### src/rtl/btc_pkg.sv
package btc_pkg;
    localparam int CTL_W            = 3;
    localparam int CTL_EN_BIT       = 0;
    localparam int CTL_CLR_ALL_BIT  = 1;
    localparam int CTL_CLR_USER_BIT = 2;

    typedef enum logic {
        CTL_OFF = 1'b0,
        CTL_ON  = 1'b1
    } ctl_state_e;
endpackage

### src/rtl/btc_ctl.sv
module btc_ctl
    import btc_pkg::*;
(
    input  logic             clk,
    input  logic             rst_n,
    input  logic             wr_en,
    input  logic [CTL_W-1:0] wr_data,
    input  logic             icache_inv,
    output logic             enabled,
    output logic             flush_all,
    output logic             flush_user,
    output logic [CTL_W-1:0] rd_data
);
    ctl_state_e state_q;
    ctl_state_e state_d;

    // State register
    always_ff @(posedge clk or negedge rst_n) begin
        if (!rst_n) state_q <= CTL_OFF;
        else        state_q <= state_d;
    end

    // Next state: OFF_TO_ON and ON_TO_OFF
    always_comb begin
        state_d = state_q;
        unique case (state_q)
            CTL_OFF: if (wr_en && wr_data[CTL_EN_BIT])  state_d = CTL_ON;
            CTL_ON:  if (wr_en && !wr_data[CTL_EN_BIT]) state_d = CTL_OFF;
            default: state_d = CTL_OFF;
        endcase
    end

    // Outputs
    always_comb begin
        enabled    = (state_q == CTL_ON);
        rd_data    = '0;
        rd_data[CTL_EN_BIT] = enabled;
        flush_all  = (wr_en && wr_data[CTL_CLR_ALL_BIT]) || icache_inv;
        flush_user = wr_en && wr_data[CTL_CLR_USER_BIT];
    end

    assert_readback_R6: assert property (@(posedge clk) disable iff (!rst_n)
        wr_en |=> (rd_data == {{(CTL_W-1){1'b0}}, $past(wr_data[CTL_EN_BIT])}));

    assert_hold_state_R2: assert property (@(posedge clk) disable iff (!rst_n)
        !wr_en |=> $stable(enabled));
endmodule

### src/rtl/btc_array.sv
module btc_array #(
    parameter int AW    = 32,
    parameter int IDX_W = 4
) (
    input  logic          clk,
    input  logic          rst_n,
    input  logic          up_valid,
    input  logic [AW-1:0] up_addr,
    input  logic [AW-1:0] up_target,
    input  logic          up_taken,
    input  logic          up_user,
    input  logic          flush_all,
    input  logic          flush_user,
    input  logic [AW-1:0] lk_addr,
    output logic          rd_valid,
    output logic [AW-IDX_W-3:0] rd_tag,
    output logic [AW-1:0] rd_target
);
    localparam int ENTRIES = 1 << IDX_W;
    localparam int TAG_LO  = IDX_W + 2;
    localparam int TAG_W   = AW - TAG_LO;

    logic [ENTRIES-1:0] valid_q;
    logic [ENTRIES-1:0] user_q;
    logic [TAG_W-1:0]   tag_q [ENTRIES];
    logic [AW-1:0]      tgt_q [ENTRIES];

    logic [IDX_W-1:0] up_idx;
    logic [TAG_W-1:0] up_tag;
    logic [IDX_W-1:0] lk_idx;
    logic             unused_low_bits;

    assign up_idx = up_addr[TAG_LO-1:2];
    assign up_tag = up_addr[AW-1:TAG_LO];
    assign lk_idx = lk_addr[TAG_LO-1:2];
    assign unused_low_bits = ^{up_addr[1:0], lk_addr[1:0], lk_addr[AW-1:TAG_LO]};

    for (genvar i = 0; i < ENTRIES; i++) begin : g_entry
        logic sel;
        logic v_upd;
        logic u_upd;
        assign sel = up_valid && (up_idx == IDX_W'(i));

        always_comb begin
            v_upd = valid_q[i];
            u_upd = user_q[i];
            if (sel && up_taken) begin
                v_upd = 1'b1;
                u_upd = up_user;
            end else if (sel && valid_q[i] && (tag_q[i] == up_tag)) begin
                v_upd = 1'b0;
            end
        end

        always_ff @(posedge clk or negedge rst_n) begin
            if (!rst_n) begin
                valid_q[i] <= 1'b0;
                user_q[i]  <= 1'b0;
                tag_q[i]   <= '0;
                tgt_q[i]   <= '0;
            end else begin
                user_q[i]  <= u_upd;
                valid_q[i] <= v_upd && !flush_all && !(flush_user && u_upd);
                if (sel && up_taken) begin
                    tag_q[i] <= up_tag;
                    tgt_q[i] <= up_target;
                end
            end
        end
    end

    assign rd_valid  = valid_q[lk_idx];
    assign rd_tag    = tag_q[lk_idx];
    assign rd_target = tgt_q[lk_idx];

    assert_clear_all_R4: assert property (@(posedge clk) disable iff (!rst_n)
        flush_all |=> (valid_q == '0));

    assert_clear_user_R5: assert property (@(posedge clk) disable iff (!rst_n)
        flush_user |=> ((valid_q & user_q) == '0));

    assert_keep_super_R5: assert property (@(posedge clk) disable iff (!rst_n)
        (flush_user && !flush_all && !up_valid) |=>
            ((valid_q & ~user_q) == $past(valid_q & ~user_q)));

    assert_alloc_R10: assert property (@(posedge clk) disable iff (!rst_n)
        (up_valid && up_taken && !flush_all && !flush_user) |=>
            valid_q[$past(up_idx)]);
endmodule

### src/rtl/btc_lookup.sv
module btc_lookup #(
    parameter int AW    = 32,
    parameter int IDX_W = 4
) (
    input  logic          enabled,
    input  logic          inv_now,
    input  logic          lk_valid,
    input  logic [AW-1:0] lk_addr,
    input  logic          rd_valid,
    input  logic [AW-IDX_W-3:0] rd_tag,
    input  logic [AW-1:0] rd_target,
    output logic          hit,
    output logic [AW-1:0] target
);
    localparam int TAG_LO = IDX_W + 2;

    logic tag_eq;
    logic unused_lk_low;

    assign unused_lk_low = ^lk_addr[TAG_LO-1:0];
    assign tag_eq = (rd_tag == lk_addr[AW-1:TAG_LO]);

    always_comb begin
        hit    = lk_valid && enabled && !inv_now && rd_valid && tag_eq;
        target = hit ? rd_target : '0;
    end

    always_comb begin
        assert_no_hit_when_off_R2: assert (!(hit && !enabled));
    end
endmodule

### src/rtl/btc_ctrl.sv
module btc_ctrl
    import btc_pkg::*;
#(
    parameter int AW    = 32,
    parameter int IDX_W = 4
) (
    input  logic             clk,
    input  logic             rst_n,
    input  logic             ctl_wr_en,
    input  logic [CTL_W-1:0] ctl_wr_data,
    output logic [CTL_W-1:0] ctl_rd_data,
    input  logic             icache_inv,
    input  logic             lk_valid,
    input  logic [AW-1:0]    lk_addr,
    output logic             lk_hit,
    output logic [AW-1:0]    lk_target,
    input  logic             up_valid,
    input  logic [AW-1:0]    up_addr,
    input  logic [AW-1:0]    up_target,
    input  logic             up_taken,
    input  logic             up_user
);
    localparam int TAG_W = AW - IDX_W - 2;

    logic             enabled;
    logic             flush_all;
    logic             flush_user;
    logic             rd_valid;
    logic [TAG_W-1:0] rd_tag;
    logic [AW-1:0]    rd_target;

    btc_ctl u_ctl (
        .clk        (clk),
        .rst_n      (rst_n),
        .wr_en      (ctl_wr_en),
        .wr_data    (ctl_wr_data),
        .icache_inv (icache_inv),
        .enabled    (enabled),
        .flush_all  (flush_all),
        .flush_user (flush_user),
        .rd_data    (ctl_rd_data)
    );

    btc_array #(.AW(AW), .IDX_W(IDX_W)) u_array (
        .clk        (clk),
        .rst_n      (rst_n),
        .up_valid   (up_valid),
        .up_addr    (up_addr),
        .up_target  (up_target),
        .up_taken   (up_taken),
        .up_user    (up_user),
        .flush_all  (flush_all),
        .flush_user (flush_user),
        .lk_addr    (lk_addr),
        .rd_valid   (rd_valid),
        .rd_tag     (rd_tag),
        .rd_target  (rd_target)
    );

    btc_lookup #(.AW(AW), .IDX_W(IDX_W)) u_lookup (
        .enabled   (enabled),
        .inv_now   (flush_all || flush_user),
        .lk_valid  (lk_valid),
        .lk_addr   (lk_addr),
        .rd_valid  (rd_valid),
        .rd_tag    (rd_tag),
        .rd_target (rd_target),
        .hit       (lk_hit),
        .target    (lk_target)
    );

    assert_disabled_miss_R2: assert property (@(posedge clk) disable iff (!rst_n)
        !ctl_rd_data[CTL_EN_BIT] |-> !lk_hit);

    assert_collide_miss_R9: assert property (@(posedge clk) disable iff (!rst_n)
        (icache_inv || (ctl_wr_en && (ctl_wr_data[CTL_CLR_ALL_BIT] || ctl_wr_data[CTL_CLR_USER_BIT])))
            |-> !lk_hit);

    assert_icinv_flush_R8: assert property (@(posedge clk) disable iff (!rst_n)
        icache_inv |=> !lk_hit);
endmodule

### config.mk
export PLATFORM = sky130hd
export DESIGN_NAME = btc_ctrl
export DESIGN_NICKNAME = d
export VERILOG_FILES = /design/src/rtl/btc_pkg.sv /design/src/rtl/btc_ctl.sv /design/src/rtl/btc_array.sv /design/src/rtl/btc_lookup.sv /design/src/rtl/btc_ctrl.sv
export SDC_FILE = /design/constraint.sdc
export NUM_CORES = 2
export LEC_CHECK = 0
export BUFFER_PORTS_ARGS = -buffer_cell sky130_fd_sc_hd__buf_2
export CELL_PAD_IN_SITES_DETAIL_PLACEMENT = 1
export CELL_PAD_IN_SITES_GLOBAL_PLACEMENT = 1
export CORE_MARGIN = 8
export CORE_UTILIZATION = 40
export CTS_BUF_LIST = sky130_fd_sc_hd__clkbuf_4 sky130_fd_sc_hd__clkbuf_8
export DETAILED_ROUTE_END_ITERATION = 10
export PLACE_DENSITY = 0.63
export SLEW_MARGIN = 20
export SYNTH_ARGS = -nofsm -noshare
export SYNTH_HDL_FRONTEND = slang
export SYNTH_SLANG_ARGS = --single-unit
### constraint.sdc
create_clock -name clk -period 6.4 [get_ports clk]
set_clock_uncertainty 0.1 [all_clocks]
set_input_delay 1.28 -clock clk [delete_from_list [all_inputs] [get_ports clk]]
set_output_delay 1.28 -clock clk [all_outputs]
set_load 0.02 [all_outputs]
==> results.cfg <==
[cts]
cts_setup_buffers = 0
numCtsBuffers = 170
root_buffer = clkbuf_8
holdBufCountCts = 0
cts.path.max_buffers = 3
cts_resized = 0
htreeDepth = 4
clock_latency_ps = 910
path_clk_slew_ps = 60
clkSinkCount = 961
cts_tree = done

[synth]
yosys-top-cells-area = dfrtp_1 (49%), mux2_2 (22%), mux4_2 (11%), xor2_1 (4.6%), xnor2_1 (3.5%)
synth_area_leader_cell = dfrtp_1
async_flop_share_pct = 100
yosysTopAreaCellShare_pct = 49.1
synth_fa_ha_area_share_pct = 0
ys_ff_latch = 961
synth-simple-area-share_pct = 3.98
synth_xor_area_share_pct = 8.09
synth-seq-area-share_pct = 49.1
syn_area_per_cell_sq_um = 14.3
synth_flop_cell = dfrtp_1
synth_top_family_by_area = multiplexers
synth_edf_count = 0
synth.area.mux_share_pct = 34.4
synth_area_sq_um = 49000
yosysWarnings = 0
yosysUniqueCellTypes = 53
syn-instance-count = 3437
synth_compound_area_share_pct = 1.61

[final_layout]
drive_gt1_share_pct = 48.7
final_common_cell = dfrtp_1
fin_nets = 3618
postLayoutCellArea_sq_um = 55300
area_growth_pct = 12.7
fin_cells = 5274
final_cell_mix = dfrtp_1 (961), mux2_2 (952), xor2_1 (257)

[timing]
fin_crit_sh_pct = 94.0
rsz0062_at_grt = no
whs_ps = 290
worst_pin_slew_ps = 1310
fmax_mhz = 166
slew_viol_final = 0
tns_ps = 0
relSlewSlack_pct = 11.6
hold_violations = 0
setup_violations = 0
period_needed_ps = 6010

[global_routing]
grt_pass1_wl_um = 248000
grt_pass1_vias = 33900
grt_remaining_overflow = 0
grtUsageTotal_pct = 24.9
grt_start_max_net_pins = 185
antenna_found_initial = 25

[placed_design]
port_buffers = 136
gp_congestion = 0.936
dp_cells = 4963
dp_hpwl_um = 112000
dpl_cell_area_sq_um = 51500

[run]
maxCapViolCount = 0

[drt]
drt_pass1_iterations = 5
viasPerCell = 5.94
route.detailed.drc = 0
antenna_left = 0
drt-initial-drc-count = 2645
wl_per_cell_um = 32.0
wl_um = 169000
routed-via-count = 31300

[floorplan]
io_pins = 143
die_area_sq_um = 134000
chipHeight_um = 366
core_sq_um = 122000
die_w_um = 366
start_util_pct = 40.3
rows = 128

[run_status]
status = finished clean

[power_and_ir_drop]
leakagePower_uw = 0.0240
peakVddDrop_v = 0.000159
p_per_area_nw_per_um2 = 327

[critical_path]
crit_buf_inv = 4
critical_path_required_ps = 5020
path_delay_family = buffers and inverters
cp_max_fo = 53
crit_type = primary input to output port
crit_arrival_ps = 4630
worstPathCellList = buf_8 > buf_4 > mux4_2 > mux2i_1 > xor2_1 > nand2_1 > o41ai_1 > nand4_1 > buf_12 > nor4_2 > buf_2
max_stage_delay_ps = 470
cp_slowest_cell = buf_4
startpoint_type = primary input
critPathCaptureType = output port

[hold_path]
hold_path_class = primary input to asynchronous set/reset pin
cell usage after synthesis, types with 46 or more instances:
cell type  number
xnor2_1       196
mux2_2        952
buf_2          46
nand3_1        48
nor4_1         76
buf_1          50
nand4_1        66
mux4_2        236
mux2i_1        83
xor2_1        257
dfrtp_1       961
clkbuf_1      221
where the power goes:
part           total [uW]  switching, uW  internal, uW
logic                3710           1760          1940
clock network        6180           2700          3480
registers            8180            934          7250
cells by family (layout without fill, tap and decap cells):
family / after synthesis / in the layout
DFF: 961 / 961
other: 1 / 11
buffers and inverters: 339 / 541
xor gates and xnor gates: 453 / 453
and+or+nand+nor: 307 / 307
muxes: 1271 / 1271
AOI/OAI and AO/OA: 105 / 105
worst reg2reg max path, cell delays in order, from the launching register on:
cell and delay (ps):
dfrtp_1 420, xnor2_1 730, nand4_1 360, nor4_1 860, nand4_1 320, a21oi_1 240, a211oi_1 70
layer usage:
| layer | global-route usage (%) | part of all wire [%] |
|---|---|---|
| met5 | 0 | 0.050 |
| met4 | 8.05 | 2.9 |
| met3 | 5.03 | 6.6 |
| met2 | 39.1 | 47 |
| met1 | 34.6 | 44 |
registers in the layout, summed over array words and instances, names as in the netlist, named ones only:
signal	flops
u_array.tgt_q	512
u_array.valid_q	16
u_array.user_q	16
u_array.tag_q	416
final timing paths:
kind,startpoint,end,slack (ps),cells after the start
setup / recovery,lk_addr[4],lk_target[15],390,11
hold / removal,rst_n,u_array.tag_q[252],290,1
setup reg to reg,u_array.tag_q[263],u_array.valid_q[5],3130,6
hold reg to reg,u_array.tgt_q[354],u_array.tgt_q[354],400,1
max in group asynchronous,rst_n,u_array.tgt_q[499],4260,2
min in group clk,u_array.tgt_q[354],u_array.tgt_q[354],400,1
stage by stage:
step	util, %	power (uW)	worst slack [ps]
2_1_floorplan	-	10500	1110
5_1_grt	45.4	18800	309
6_report	45.4	18100	385
4_1_cts	45.4	18200	395
3_3_place_gp	42.3	11700	435
3_5_place_dp	42.3	11900	394
final cells by class:
cell class / count / area, sq um
multi-input combinational: 2138 / 23700
fill: 12100 / 66400
clock inverter: 24 / 268
inverter: 7 / 27.5
timing repair buffer: 233 / 1700
clock buffer: 277 / 3420
sequential: 961 / 24000
tap: 1625 / 2030
antenna: 9 / 22.5
(Power assumes the default switching activity.)
